[src/rtl/fob_pkg.sv]
`timescale 1ns/1ps
package fob_pkg;
  localparam int FOB_DAT_W = 22;
  localparam int FOB_CTL_W = 3;

  typedef enum logic [1:0] {
    FOB_WIDE  = 2'd0,
    FOB_DUP_A = 2'd1,
    FOB_DUP_B = 2'd2
  } fob_mode_e;

  typedef struct packed {
    logic cke;
    logic odt;
    logic cs_n;
  } fob_ctl_t;

  function automatic fob_mode_e fob_decode(input logic dup, input logic alt);
    if (!dup)    return FOB_WIDE;
    else if (alt) return FOB_DUP_B;
    else         return FOB_DUP_A;
  endfunction

  // Lane positions are fixed by the module wiring and so stay literal.
  function automatic logic [FOB_DAT_W-1:0] fob_keep_mask(input fob_mode_e m);
    logic [FOB_DAT_W-1:0] k;
    for (int i = 0; i < FOB_DAT_W; i++) begin
      case (m)
        FOB_WIDE:  k[i] = 1'b1;
        FOB_DUP_A: k[i] = (i == 1) || (i == 2) || (i == 4) || (i == 5) ||
                          (i >= 7 && i <= 13);
        default:   k[i] = (i <= 5) || (i >= 7 && i <= 9) || (i == 11) || (i == 12);
      endcase
    end
    return k;
  endfunction
endpackage

[src/rtl/fob_rst_sync.sv]
`timescale 1ns/1ps
module fob_rst_sync #(
  parameter int STAGES = 2
) (
  input  logic clk,
  input  logic arst_n,
  output logic rst_sync_n
);
  logic [STAGES-1:0] sh_q;
  logic [STAGES-1:0] sh_nxt;

  always_comb begin
    sh_nxt = {sh_q[STAGES-2:0], 1'b1};
  end

  always_ff @(posedge clk or negedge arst_n) begin
    if (!arst_n) sh_q <= '0;
    else         sh_q <= sh_nxt;
  end

  assign rst_sync_n = sh_q[STAGES-1];

  // internal reset is never released while the pin reset is held
  p_release_after_pin_r7: assert property (@(posedge clk)
    !arst_n |-> !rst_sync_n);
endmodule

[src/rtl/fob_lane_map.sv]
`timescale 1ns/1ps
module fob_lane_map
  import fob_pkg::*;
(
  input  logic                 dup_i,
  input  logic                 alt_i,
  input  logic [FOB_DAT_W-1:0] dat_i,
  input  fob_ctl_t             ctl_i,
  output logic [FOB_DAT_W-1:0] lane_a_o,
  output logic [FOB_DAT_W-1:0] lane_b_o,
  output fob_ctl_t             ctl_a_o,
  output fob_ctl_t             ctl_b_o
);
  fob_mode_e             mode;
  logic [FOB_DAT_W-1:0]  keep;
  logic                  twin;

  always_comb begin
    mode = fob_decode(dup_i, alt_i);
    keep = fob_keep_mask(mode);
    twin = (mode != FOB_WIDE);
  end

  for (genvar i = 0; i < FOB_DAT_W; i++) begin : g_lane
    assign lane_a_o[i] = dat_i[i] & keep[i];
    assign lane_b_o[i] = dat_i[i] & keep[i] & twin;
  end

  always_comb begin
    ctl_a_o = ctl_i;
    ctl_b_o = twin ? ctl_i : '0;
  end
endmodule

[src/rtl/fob_out_reg.sv]
`timescale 1ns/1ps
module fob_out_reg #(
  parameter int W = 8
) (
  input  logic         clk,
  input  logic         rst_n,
  input  logic         en,
  input  logic [W-1:0] d,
  output logic [W-1:0] q
);
  logic [W-1:0] q_nxt;

  always_comb begin
    q_nxt = q;
    if (en) q_nxt = d;
  end

  always_ff @(posedge clk or negedge rst_n) begin
    if (!rst_n) q <= '0;
    else        q <= q_nxt;
  end
endmodule

[src/rtl/fanout_reg_buf.sv]
`timescale 1ns/1ps
module fanout_reg_buf
  import fob_pkg::*;
#(
  parameter int SYNC_STAGES = 2
) (
  input  logic                 clk,
  input  logic                 rst_n,
  input  logic                 cfg_dup,
  input  logic                 cfg_alt,
  input  logic                 csr_n_i,
  input  logic [FOB_DAT_W-1:0] dat_i,
  input  logic                 cke_i,
  input  logic                 odt_i,
  input  logic                 cs_n_i,
  output logic [FOB_DAT_W-1:0] datq_a_o,
  output logic [FOB_DAT_W-1:0] datq_b_o,
  output logic                 cke_a_o,
  output logic                 cke_b_o,
  output logic                 odt_a_o,
  output logic                 odt_b_o,
  output logic                 cs_n_a_o,
  output logic                 cs_n_b_o
);
  localparam int DATQ_W = 2 * FOB_DAT_W;
  localparam int CTLQ_W = 2 * FOB_CTL_W;

  logic                 rst_sync_n;
  logic                 dat_upd;
  fob_ctl_t             ctl_in;
  fob_ctl_t             ctl_a_nxt, ctl_b_nxt, ctl_a_q, ctl_b_q;
  logic [FOB_DAT_W-1:0] lane_a_nxt, lane_b_nxt;

  fob_rst_sync #(.STAGES(SYNC_STAGES)) u_rst (
    .clk        (clk),
    .arst_n     (rst_n),
    .rst_sync_n (rst_sync_n)
  );

  always_comb begin
    ctl_in.cke  = cke_i;
    ctl_in.odt  = odt_i;
    ctl_in.cs_n = cs_n_i;
    dat_upd     = !(cs_n_i && csr_n_i);
  end

  fob_lane_map u_map (
    .dup_i    (cfg_dup),
    .alt_i    (cfg_alt),
    .dat_i    (dat_i),
    .ctl_i    (ctl_in),
    .lane_a_o (lane_a_nxt),
    .lane_b_o (lane_b_nxt),
    .ctl_a_o  (ctl_a_nxt),
    .ctl_b_o  (ctl_b_nxt)
  );

  fob_out_reg #(.W(DATQ_W)) u_datq (
    .clk   (clk),
    .rst_n (rst_sync_n),
    .en    (dat_upd),
    .d     ({lane_a_nxt, lane_b_nxt}),
    .q     ({datq_a_o, datq_b_o})
  );

  fob_out_reg #(.W(CTLQ_W)) u_ctlq (
    .clk   (clk),
    .rst_n (rst_sync_n),
    .en    (1'b1),
    .d     ({ctl_a_nxt, ctl_b_nxt}),
    .q     ({ctl_a_q, ctl_b_q})
  );

  always_comb begin
    cke_a_o  = ctl_a_q.cke;
    odt_a_o  = ctl_a_q.odt;
    cs_n_a_o = ctl_a_q.cs_n;
    cke_b_o  = ctl_b_q.cke;
    odt_b_o  = ctl_b_q.odt;
    cs_n_b_o = ctl_b_q.cs_n;
  end

  // outputs low whenever the pin reset is held
  p_reset_low_r6: assert property (@(posedge clk)
    !rst_n |-> (datq_a_o == '0) && (datq_b_o == '0) &&
               !cke_a_o && !cke_b_o && !odt_a_o && !odt_b_o &&
               !cs_n_a_o && !cs_n_b_o);

  // both selects idle -> data outputs keep their value
  p_hold_idle_r8: assert property (@(posedge clk) disable iff (!rst_sync_n)
    (cs_n_i && csr_n_i) |=> $stable(datq_a_o) && $stable(datq_b_o));

  // control outputs follow their inputs every cycle, gated or not
  p_ctl_ungated_r10: assert property (@(posedge clk) disable iff (!rst_sync_n)
    1'b1 |=> (cke_a_o == $past(cke_i)) && (odt_a_o == $past(odt_i)) &&
             (cs_n_a_o == $past(cs_n_i)));

  // control copies agree in the duplicated layouts
  p_ctl_twins_r5: assert property (@(posedge clk) disable iff (!rst_sync_n)
    cfg_dup |=> (cke_a_o == cke_b_o) && (odt_a_o == odt_b_o) &&
                (cs_n_a_o == cs_n_b_o));

  // data copies agree after an ungated duplicated capture
  p_dat_twins_r3: assert property (@(posedge clk) disable iff (!rst_sync_n)
    (cfg_dup && !(cs_n_i && csr_n_i)) |=> (datq_a_o == datq_b_o));

  // the wide layout leaves every B output low
  p_wide_b_low_r2: assert property (@(posedge clk) disable iff (!rst_sync_n)
    (!cfg_dup && !(cs_n_i && csr_n_i)) |=> (datq_b_o == '0) &&
        !cke_b_o && !odt_b_o && !cs_n_b_o);
endmodule

[config.mk]
export PLATFORM = sky130hd
export DESIGN_NAME = fanout_reg_buf
export DESIGN_NICKNAME = d
export VERILOG_FILES = /design/src/rtl/fob_pkg.sv /design/src/rtl/fob_rst_sync.sv /design/src/rtl/fob_lane_map.sv /design/src/rtl/fob_out_reg.sv /design/src/rtl/fanout_reg_buf.sv
export SDC_FILE = /design/constraint.sdc
export NUM_CORES = 1
export LEC_CHECK = 0
export ABC_AREA = 0
export BUFFER_PORTS_ARGS = -buffer_cell sky130_fd_sc_hd__buf_2
export CAP_MARGIN = 20
export CORE_MARGIN = 4
export CORE_UTILIZATION = 51
export CTS_CLUSTER_SIZE = 8
export DETAILED_ROUTE_END_ITERATION = 10
export PLACE_DENSITY_LB_ADDON = 0.08
export SLEW_MARGIN = 20
export SYNTH_ARGS = -nofsm -noshare
export SYNTH_HDL_FRONTEND = slang
export SYNTH_SLANG_ARGS = --single-unit
[constraint.sdc]
create_clock -name clk -period 2.7 [get_ports clk]
set_input_delay 0.135 -clock clk [delete_from_list [all_inputs] [get_ports clk]]
set_output_delay 0.135 -clock clk [all_outputs]
set_load 0.01 [all_outputs]
==> out/metrics.csv, run 1 <==
metric;value;unit
kind of critical path;in2reg;
die area;4970;um^2
max-slew violation count;0;
Worst Hold Path EP;u_datq.q[8]$_DFFE_PN0N_;
GR Util All Layers;18.1;%
drt pass-1 iters;4;
CTS H-tree lvls;2;
EDFF count, synth;0;
Worst slew margin;59.1;%
Synthesis Warnings;0;
DR iter-0 viols;66;
setup TNS;0;ps
chip height;70.5;um
CORE AREA;3720;um^2
fin area;2480;um^2
commonest cells in the netlist;52 x dfrtp_1, 24 x nand3_1, 19 x o21ai_0;
synthesized area;1990;um^2
n_diodes;0;
worst skew pair latency;290;ps
Final #Nets;269;
vias in the first global route;1465;
unrepaired setup endpoints after global routing;false;
Routed Antenna Nets;0;
final core occ;66.7;%
CTS max path bufs;2;
async set or reset register ratio after synthesis;100;%
vias after detailed routing;1475;
Slew @ Worst Pin;614;ps
GRT met3 Usage;6.19;%
Yosys top cell by area;dfrtp_1;
Detail Placement HPWL;3030;um
clock group share of total power;28.0;%
final hold violation count;0;
Worst Hold Class;in2reg;
CTS resizes;0;
vias per cell;5.14;
initial core utilization;53.6;%
VDD IR max;0.389;mV
most frequent cell after synthesis;dfrtp_1;
Main synth FF type;dfrtp_1;
setup ws final;1440;ps
PortBufs;79;
layout cells sized above 1;41.0;%
switching power;0.355;mW
worst r2r path cells;2;
IO Pins;80;
total chip power;1.44;mW
Seq pwr share;59.9;%
clock-pin transition on the worst setup and hold timing paths;90;ps
startpoint types;input pin;
busiest grt layer;met2;
R2R Path Start;u_datq.q[22]$_DFFE_PN0N_;
DRC viols;0;
Period minus WS final;1260;ps
Sw Ratio;24.7;%
fin crit share;46.8;%
Max Cap Viol;0;
status;completed;
drt total wl;4280;um
root buffer selected by CTS;clkbuf_8;
hold path cells;3;
pwr/cell area;580;nW/um^2
Comb power frac;12.2;%
Post-Layout Cell Count;287;
Setup-failing EPs final;0;
Setup Buffers After CTS;0;
Die Wd;70.5;um
crit path from;csr_n_i;
GRT overflow;0;
Worst EP arrival;1450;ps
hold path startpoint;dat_i[8];
Crit. End Element;register;
row cnt;22;
fmax;791;MHz
Data required, critical path;2890;ps
Max FO, Critical Path;36;
syn avg cell area;12.2;um^2
CTS tree;built;
Worst Clk Skew;5.78;ps
register-to-register setup slack;1830;ps
first-pass GRT wire length;7130;um
GP Congestion;0.820;
DP Worst Slack;1110;ps
Area growth, synth to finish;24.3;%
WL per Instance;14.9;um
worst reg2reg endpoint;u_datq.q[22]$_DFFE_PN0N_;
Placed Area;2370;um^2
global-route met2 utilization;29.3;%
Placed Instances;277;
P_int;1.08;mW
CTS Buf Count;5;
GR Util met1;23.3;%
Num Clock Sinks;52;
top cell type's share of synthesized area;65.3;%
pin count of the biggest net entering global routing;51;
Yosys reg bits;52;
number of antenna violations at the first check in global routing;0;
Leak;1.33;nW
Synth cell types;22;
post-synth net total;194;
post-synthesis sequential area ratio;65.3;%
largest cells by area after synthesis;dfrtp_1 65%, nand3_1 6.0%, o21ai_0 4.8%;
WHS;76.0;ps
Cells after Synth;164;
## power groups by stage
stage,clock (mW),sequential (mW),combinational (mW)
finish,0.402,0.861,0.175
CTS,0.419,0.862,0.178
global route,0.449,0.870,0.194
floorplan,0,0.892,0.0764
global placement,0,0.874,0.171
detailed placement,0,0.877,0.174
## area by class of cell
| cell class | count | area [um^2] |
|---|---|---|
| Sequential cell | 52 | 1310 |
| Timing Repair Buffer | 82 | 425 |
| Clock inverter | 1 | 5.00 |
| Clock buffer | 6 | 72.6 |
| Multi-Input combinational cell | 96 | 602 |
| Tap cell | 48 | 60.1 |
| Inverter | 2 | 7.51 |
| Fill cell | 306 | 1240 |
## routing by layer
layer  up-vias  share of wire (%)  wire (um)
met4         0                1.4         58
met5         -                  0          0
met2        51                 50       2150
met1       711                 41       1770
met3         8                7.1        302
li1        705                  -          -
## sequential cells by signal, indices dropped and copies added (netlist names)
signal	flops
u_ctlq.q	6
u_rst.sh_q	2
u_datq.q	44
## worst max path at each step
stage	to	slack, ps	cells after the start
4_1_cts	u_datq.q[24]$_DFFE_PN0N_	1430	3
2_1_floorplan	u_ctlq.q[0]$_DFF_PN0_	1150	0
5_1_grt	u_datq.q[24]$_DFFE_PN0N_	1320	3
3_3_place_gp	u_datq.q[23]$_DFFE_PN0N_	1160	3
3_5_place_dp	u_datq.q[24]$_DFFE_PN0N_	1110	3
6_report	u_datq.q[24]$_DFFE_PN0N_	1440	3
## worst max-delay path, cell delays in order
cell	delay, ps
buf_2	420
and2_4	490
mux2_2	390
## logic make-up after synthesis
kind of cell | after synthesis | share of synthesized area [%]
AO/OA/AOI/OAI | 27 | 7.91
buffers and inverters | 16 | 4.52
flip-flops | 52 | 65.3
multiplexers | 9 | 6.21
other | 1 | 0.188
AND/OR/NAND/NOR | 59 | 15.9
## layout by cell type (no fill, tap or decap), drive strengths merged, types with 3 or more instances in the layout
| cell type | count |
|---|---|
| clkbuf | 6 |
| and2 | 4 |
| o21ai | 20 |
| dlygate4sd3 | 3 |
| mux2 | 9 |
| nand2 | 10 |
| dfrtp | 52 |
| nand2b | 10 |
| and3 | 11 |
| nand3 | 24 |
| buf | 79 |
## what timing repair did
item / 4_1_cts / 5_1_grt
hold buffers: 3 / 0
setup endpoints to repair: 0 / 0
hold endpoints to repair: 4 / 0
(Power assumes the default switching activity.)
==> inputs of run 2 (changes only) <==
--- a/config.mk
+++ b/config.mk
@@ -9,7 +9,7 @@
 export BUFFER_PORTS_ARGS = -buffer_cell sky130_fd_sc_hd__buf_2
 export CAP_MARGIN = 20
 export CORE_MARGIN = 4
-export CORE_UTILIZATION = 51
+export CORE_UTILIZATION = 43
 export CTS_CLUSTER_SIZE = 8
 export DETAILED_ROUTE_END_ITERATION = 10
 export PLACE_DENSITY_LB_ADDON = 0.08
==> constraint.sdc (replaced) <==
create_clock -name clk -period 1.11 [get_ports clk]
set_input_delay 0.0555 -clock clk [delete_from_list [all_inputs] [get_ports clk]]
set_output_delay 0.0555 -clock clk [all_outputs]
set_load 0.01 [all_outputs]
==> run 2 against run 1 <==
Net effect:
- critical endpoint is now datq_b_o[3]
- core utilization down 6.9 points
- clock skew down 2.5 ps
- non-clock buffer count up 14
==> out/metrics.csv, run 2 (synthesis results as in run 1) <==
metric;value;unit
status;completed;
CTS Buf Count;5;
startpoint types;register;
clock group share of total power;29.4;%
max-slew violation count;0;
Worst Clk Skew;3.26;ps
Setup-failing EPs final;0;
DRC viols;0;
GR Util All Layers;16.8;%
Max Cap Viol;0;
CORE AREA;4410;um^2
Crit. End Element;output pin;
GP Congestion;0.748;
CTS tree;built;
pin count of the biggest net entering global routing;36;
fmax;1100;MHz
Routed Antenna Nets;0;
most common cell after layout, fill and taps aside;buf_2;
largest registers;u_datq.q: 44 flops, u_ctlq.q: 6 flops, u_rst.sh_q: 2 flops;
Data required, critical path;1050;ps
Seq pwr share;56.7;%
Period minus WS final;908;ps
CTS max path bufs;2;
drt pass-1 iters;4;
kind of critical path;reg2out;
drt total wl;4690;um
DP Worst Slack;122;ps
delay of the slowest cell on the worst path;410;ps
Top reg by flops;u_datq.q;
clock-pin transition on the worst setup and hold timing paths;90;ps
row cnt;24;
n_diodes;0;
Largest register FFs;44;
vias per cell;5.11;
switching power;0.896;mW
Die Wd;76.1;um
pwr/cell area;1380;nW/um^2
top cell family by delay on the critical path;flip-flops;
worst skew pair latency;300;ps
unrepaired setup endpoints after global routing;false;
Worst EP arrival;850;ps
most frequent cells in the layout;79 x buf_2, 51 x dfrtp_1, 24 x nand3_1;
setup TNS;0;ps
WP buf/inv;1;
first-pass GRT wire length;8000;um
VDD IR max;0.741;mV
Max FO, Critical Path;2;
worst path cell trace;buf_2;
layout cells sized above 1;41.3;%
WL per Instance;15.3;um
PortBufs;79;
chip height;76.1;um
die area;5790;um^2
Detail Placement HPWL;3380;um
CTS H-tree lvls;2;
vias after detailed routing;1563;
Worst Hold Class;in2reg;
filler instances;400;
IO Pins;80;
vias in the first global route;1666;
Setup Buffers After CTS;0;
P_int;2.76;mW
DR iter-0 viols;80;
Area growth, synth to finish;32.5;%
setup ws final;202;ps
final hold violation count;0;
Final #Nets;283;
root buffer selected by CTS;clkbuf_8;
GRT overflow;0;
fin crit share;81.8;%
final core occ;59.8;%
Leak;1.41;nW
slowest stage cell, crit path;dfrtp_1;
initial core utilization;45.2;%
number of antenna violations at the first check in global routing;0;
Sw Ratio;24.5;%
Num Clock Sinks;52;
Comb power frac;13.9;%
run 2: cell types whose count changed in the layout (fill, tap and decap cells not counted):
cell,previous run,this run
dlygate4sd3_1,3,10
buf_12,0,2
clkbuf_8,5,6
dfrtp_2,0,1
clkbuf_1,1,2
buf_4,0,5
clkinv_2,1,0
dfrtp_4,1,0
run 2: stage by stage:
stage                     hold slack (ps)  cells  instance area (um^2)  power [mW]
after floorplan                      -240    164                  1990        2.36
after global placement               -159    288                  2450        2.58
after detailed placement             -157    288                  2450        2.60
after CTS                            2.77    305                  2630        3.71
after global routing                 5.19    306                  2640        3.85
final                                9.87    306                  2640        3.65
run 2: layout make-up:
type,instances,area (um^2),share of cell area [%]
repair buffers,96,573,21.7
flip-flops and latches,52,1300,49.3
inverters,2,7.51,0.284
clock buffers,8,90.1,3.41
multi-input cells,96,602,22.8
well taps,52,65.1,2.46
run 2: final timing paths:
path | from | endpoint | slack, ps | cells after the start
worst max-delay path | u_datq.q[3]$_DFFE_PN0N_ | datq_b_o[3] | 200 | 1
worst min-delay path | dat_i[3] | u_datq.q[25]$_DFFE_PN0N_ | 10 | 2
worst max register to register | u_datq.q[25]$_DFFE_PN0N_ | u_datq.q[25]$_DFFE_PN0N_ | 250 | 2
worst min register to register | u_rst.sh_q[1]$_DFF_PN0_ | u_datq.q[22]$_DFFE_PN0N_ | 200 | 0
max in group asynchronous | u_rst.sh_q[1]$_DFF_PN0_ | u_datq.q[5]$_DFFE_PN0N_ | 480 | 1
min in group asynchronous | rst_n | u_rst.sh_q[1]$_DFF_PN0_ | 60 | 2
run 2: metal layers:
layer	vias to the layer above	routed length [um]	track usage [%]	share of wire, %
met5	-	0	0	0
met4	0	58	5.42	1.2
met3	5	378	5.91	8.1
met2	65	2300	27.1	49
met1	759	1950	21.2	42
li1	734	-	-	-
run 2: power groups by stage:
stage          Clock [mW]  Sequential, mW  Combinational (mW)
3_3_place_gp            0            2.10               0.471
2_1_floorplan           0            2.17               0.186
3_5_place_dp            0            2.11               0.487
6_report             1.07            2.07               0.506
5_1_grt              1.20            2.09               0.561
4_1_cts              1.12            2.07               0.513
run 2: repair_timing:
item	CTS	global route
resized for setup	0	0
hold buffers	9	1
hold endpoints to repair	14	1
==> inputs of run 3 (changes only) <==
--- a/config.mk
+++ b/config.mk
@@ -5,11 +5,11 @@
 export SDC_FILE = /design/constraint.sdc
 export NUM_CORES = 1
 export LEC_CHECK = 0
-export ABC_AREA = 0
+export ABC_AREA = 1
 export BUFFER_PORTS_ARGS = -buffer_cell sky130_fd_sc_hd__buf_2
 export CAP_MARGIN = 20
 export CORE_MARGIN = 4
-export CORE_UTILIZATION = 43
+export CORE_UTILIZATION = 47
 export CTS_CLUSTER_SIZE = 8
 export DETAILED_ROUTE_END_ITERATION = 10
 export PLACE_DENSITY_LB_ADDON = 0.08
==> constraint.sdc (replaced) <==
create_clock -name clk -period 0.9 [get_ports clk]
set_input_delay 0.045 -clock clk [delete_from_list [all_inputs] [get_ports clk]]
set_output_delay 0.045 -clock clk [all_outputs]
set_load 0.01 [all_outputs]
==> run 3 against run 2 <==
Net effect:
- wire length is 2.8% lower
- register-to-register slack worse by 120 ps
- sequential power grew 23%
- global-route usage up 1.0 points
- via count rose by 5.8%
- synthesized area is 4.6% lower
- non-clock buffer count grew 25
- hold slack is essentially flat
- sequential share of layout area shrank 2.9 points
- total power increased by 25%
- synthesized cell count increased by 13%
- critical path type unchanged
- largest power group unchanged
==> out/metrics.csv, run 3 <==
metric;value;unit
Placed Area;2360;um^2
delay of the slowest cell on the worst path;400;ps
most frequent cell after synthesis;nand2_1;
die area;5130;um^2
top cell family by delay on the critical path;flip-flops;
worst r2r path cells;3;
slowest stage cell, crit path;dfrtp_1;
R2R Path Start;u_datq.q[11]$_DFFE_PN0N_;
CP Capture Point;datq_a_o[20];
fin area;2810;um^2
Leak;1.57;nW
Yosys top cell by area;dfrtp_1;
CTS tree;built;
final hold violation count;0;
CTS H-tree lvls;2;
fin crit share;98.3;%
Period minus WS final;885;ps
WP buf/inv;1;
vias per cell;4.64;
initial core utilization;50.4;%
Sw Ratio;24.9;%
Comb power frac;15.1;%
number of antenna violations at the first check in global routing;0;
CTS Buf Count;5;
startpoint types;register;
worst path cell trace;buf_2;
clock-pin transition on the worst setup and hold timing paths;90;ps
crit path from;u_datq.q[42]$_DFFE_PN0N_;
VDD IR max;1.18;mV
vias after detailed routing;1653;
max-slew violation count;0;
syn avg cell area;10.2;um^2
GR Util All Layers;17.9;%
EDFF count, synth;0;
Top reg by flops;u_datq.q;
chip height;71.6;um
root buffer selected by CTS;clkbuf_8;
fmax;1130;MHz
Synth cell types;14;
Setup-failing EPs final;0;
Num Clock Sinks;52;
DP Worst Slack;113;ps
register-to-register setup slack;130;ps
most frequent cells in the layout;76 x buf_2, 75 x nand2_1, 51 x dfrtp_1;
n_diodes;0;
clock group share of total power;29.0;%
top cell type's share of synthesized area;68.5;%
DR iter-0 viols;95;
unrepaired setup endpoints after global routing;true;
critical path depth;1;
hold path cells;3;
Data required, critical path;850;ps
Max FO, Critical Path;2;
vias in the first global route;1531;
Max Cap Viol;0;
Die Wd;71.6;um
CTS max path bufs;2;
drt total wl;4560;um
largest registers;u_datq.q: 44 flops, u_ctlq.q: 6 flops, u_rst.sh_q: 2 flops;
Seq pwr share;55.9;%
GRT overflow;0;
Yosys reg bits;52;
Largest register FFs;44;
row cnt;22;
Worst Clk Skew;4.25;ps
total chip power;4.56;mW
post-synth net total;216;
GP Congestion;0.729;
WL per Instance;12.8;um
largest cells by area after synthesis;dfrtp_1 68%, nand2_1 15%, nand3_1 3.4%;
Synthesis Warnings;0;
Crit. End Element;output pin;
Detail Placement HPWL;2940;um
layout cells sized above 1;36.0;%
PortBufs;79;
CORE AREA;3770;um^2
filler instances;276;
worst skew pair latency;290;ps
drt pass-1 iters;4;
Main synth FF type;dfrtp_1;
Final #Nets;337;
status;completed;
most common cell after layout, fill and taps aside;buf_2;
kind of critical path;reg2out;
worst reg2reg endpoint;u_datq.q[11]$_DFFE_PN0N_;
pwr/cell area;1630;nW/um^2
DRC viols;0;
synthesized area;1900;um^2
Routed Antenna Nets;0;
first-pass GRT wire length;7060;um
IO Pins;80;
async set or reset register ratio after synthesis;100;%
commonest cells in the netlist;75 x nand2_1, 52 x dfrtp_1, 13 x inv_1, 13 x nand3_1, 9 x nor2_1;
post-synthesis sequential area ratio;68.5;%
setup ws final;15.5;ps
setup TNS;0;ps
switching power;1.14;mW
Cells after Synth;186;
pin count of the biggest net entering global routing;36;
Area growth, synth to finish;47.7;%
Worst EP arrival;840;ps
Worst Hold Class;in2reg;
P_int;3.43;mW
run 3: changes by cell type in the layout (fill, tap and decap cells not counted), sizes merged, moves of 9 or more:
| cell | before | now |
|---|---|---|
| dlygate4sd3 | 10 | 25 |
| mux2 | 9 | 0 |
| nand2b | 10 | 0 |
| buf | 86 | 96 |
| nand2 | 10 | 76 |
| and3 | 11 | 0 |
| nand3 | 24 | 13 |
| inv | 2 | 15 |
| nor2 | 0 | 9 |
run 3: routing by layer:
layer | vias to the layer above | routed length (um) | track usage [%]
li1 | 804 | - | -
met1 | 783 | 1910 | 23.2
met2 | 59 | 2270 | 29.2
met3 | 7 | 312 | 4.77
met4 | 0 | 66 | 5.85
met5 | - | 0 | 0
run 3: cell families after synthesis:
logic type / Yosys count / share of synthesized area (%)
buffers and inverters: 22 / 6.71
AOI/OAI and AO/OA: 13 / 4.02
DFF: 52 / 68.5
and+or+nand+nor: 98 / 20.6
other: 1 / 0.197
run 3: worst min path at each step:
stage                                    end  slack (ps)  startpoint
floorplan            u_rst.sh_q[0]$_DFF_PN0_        -250       rst_n
global placement     u_rst.sh_q[0]$_DFF_PN0_        -170       rst_n
detailed placement   u_rst.sh_q[0]$_DFF_PN0_        -170       rst_n
CTS                    u_ctlq.q[1]$_DFF_PN0_           3     cfg_dup
global route        u_datq.q[26]$_DFFE_PN0N_          20    dat_i[4]
finish                 u_ctlq.q[1]$_DFF_PN0_          10     cfg_dup
run 3: worst register-to-register path, stage by stage (launching register included):
cell	delay, ps
dfrtp_1	400
buf_4	140
nand2_1	50
o21ai_1	60
run 3: layout make-up:
type	count	area (um^2)	area share, %
tap	48	60.1	2.14
clock inverter	2	10.0	0.357
multi-input combinational	112	472	16.8
clock buffer	6	82.6	2.94
timing repair buffer	121	817	29.1
sequential	52	1310	46.5
inverter	15	61.3	2.18
run 3: metrics by stage:
stage,hold WS [ps],std cells,utilization [%]
3_5_place_dp,-168,311,62.5
3_3_place_gp,-169,311,62.5
5_1_grt,16.0,356,74.5
4_1_cts,3.49,345,71.8
2_1_floorplan,-251,186,-
6_report,10.0,356,74.5
run 3: repair_timing:
item / 4_1_cts / 5_1_grt
hold buffers: 25 / 0
pin swaps: 0 / 0
buffers inserted: 1 / 11
gates resized for setup: 0 / 3
hold endpoints to repair: 33 / 0
cloned: 0 / 0
endpoints found under the setup margin: 1 / 28
run 3: power groups by stage:
stage / clock [mW] / sequential, mW / combinational (mW)
6_report: 1.32 / 2.55 / 0.690
2_1_floorplan: 0 / 2.68 / 0.190
3_5_place_dp: 0 / 2.59 / 0.548
4_1_cts: 1.36 / 2.55 / 0.634
3_3_place_gp: 0 / 2.59 / 0.540
5_1_grt: 1.46 / 2.57 / 0.765
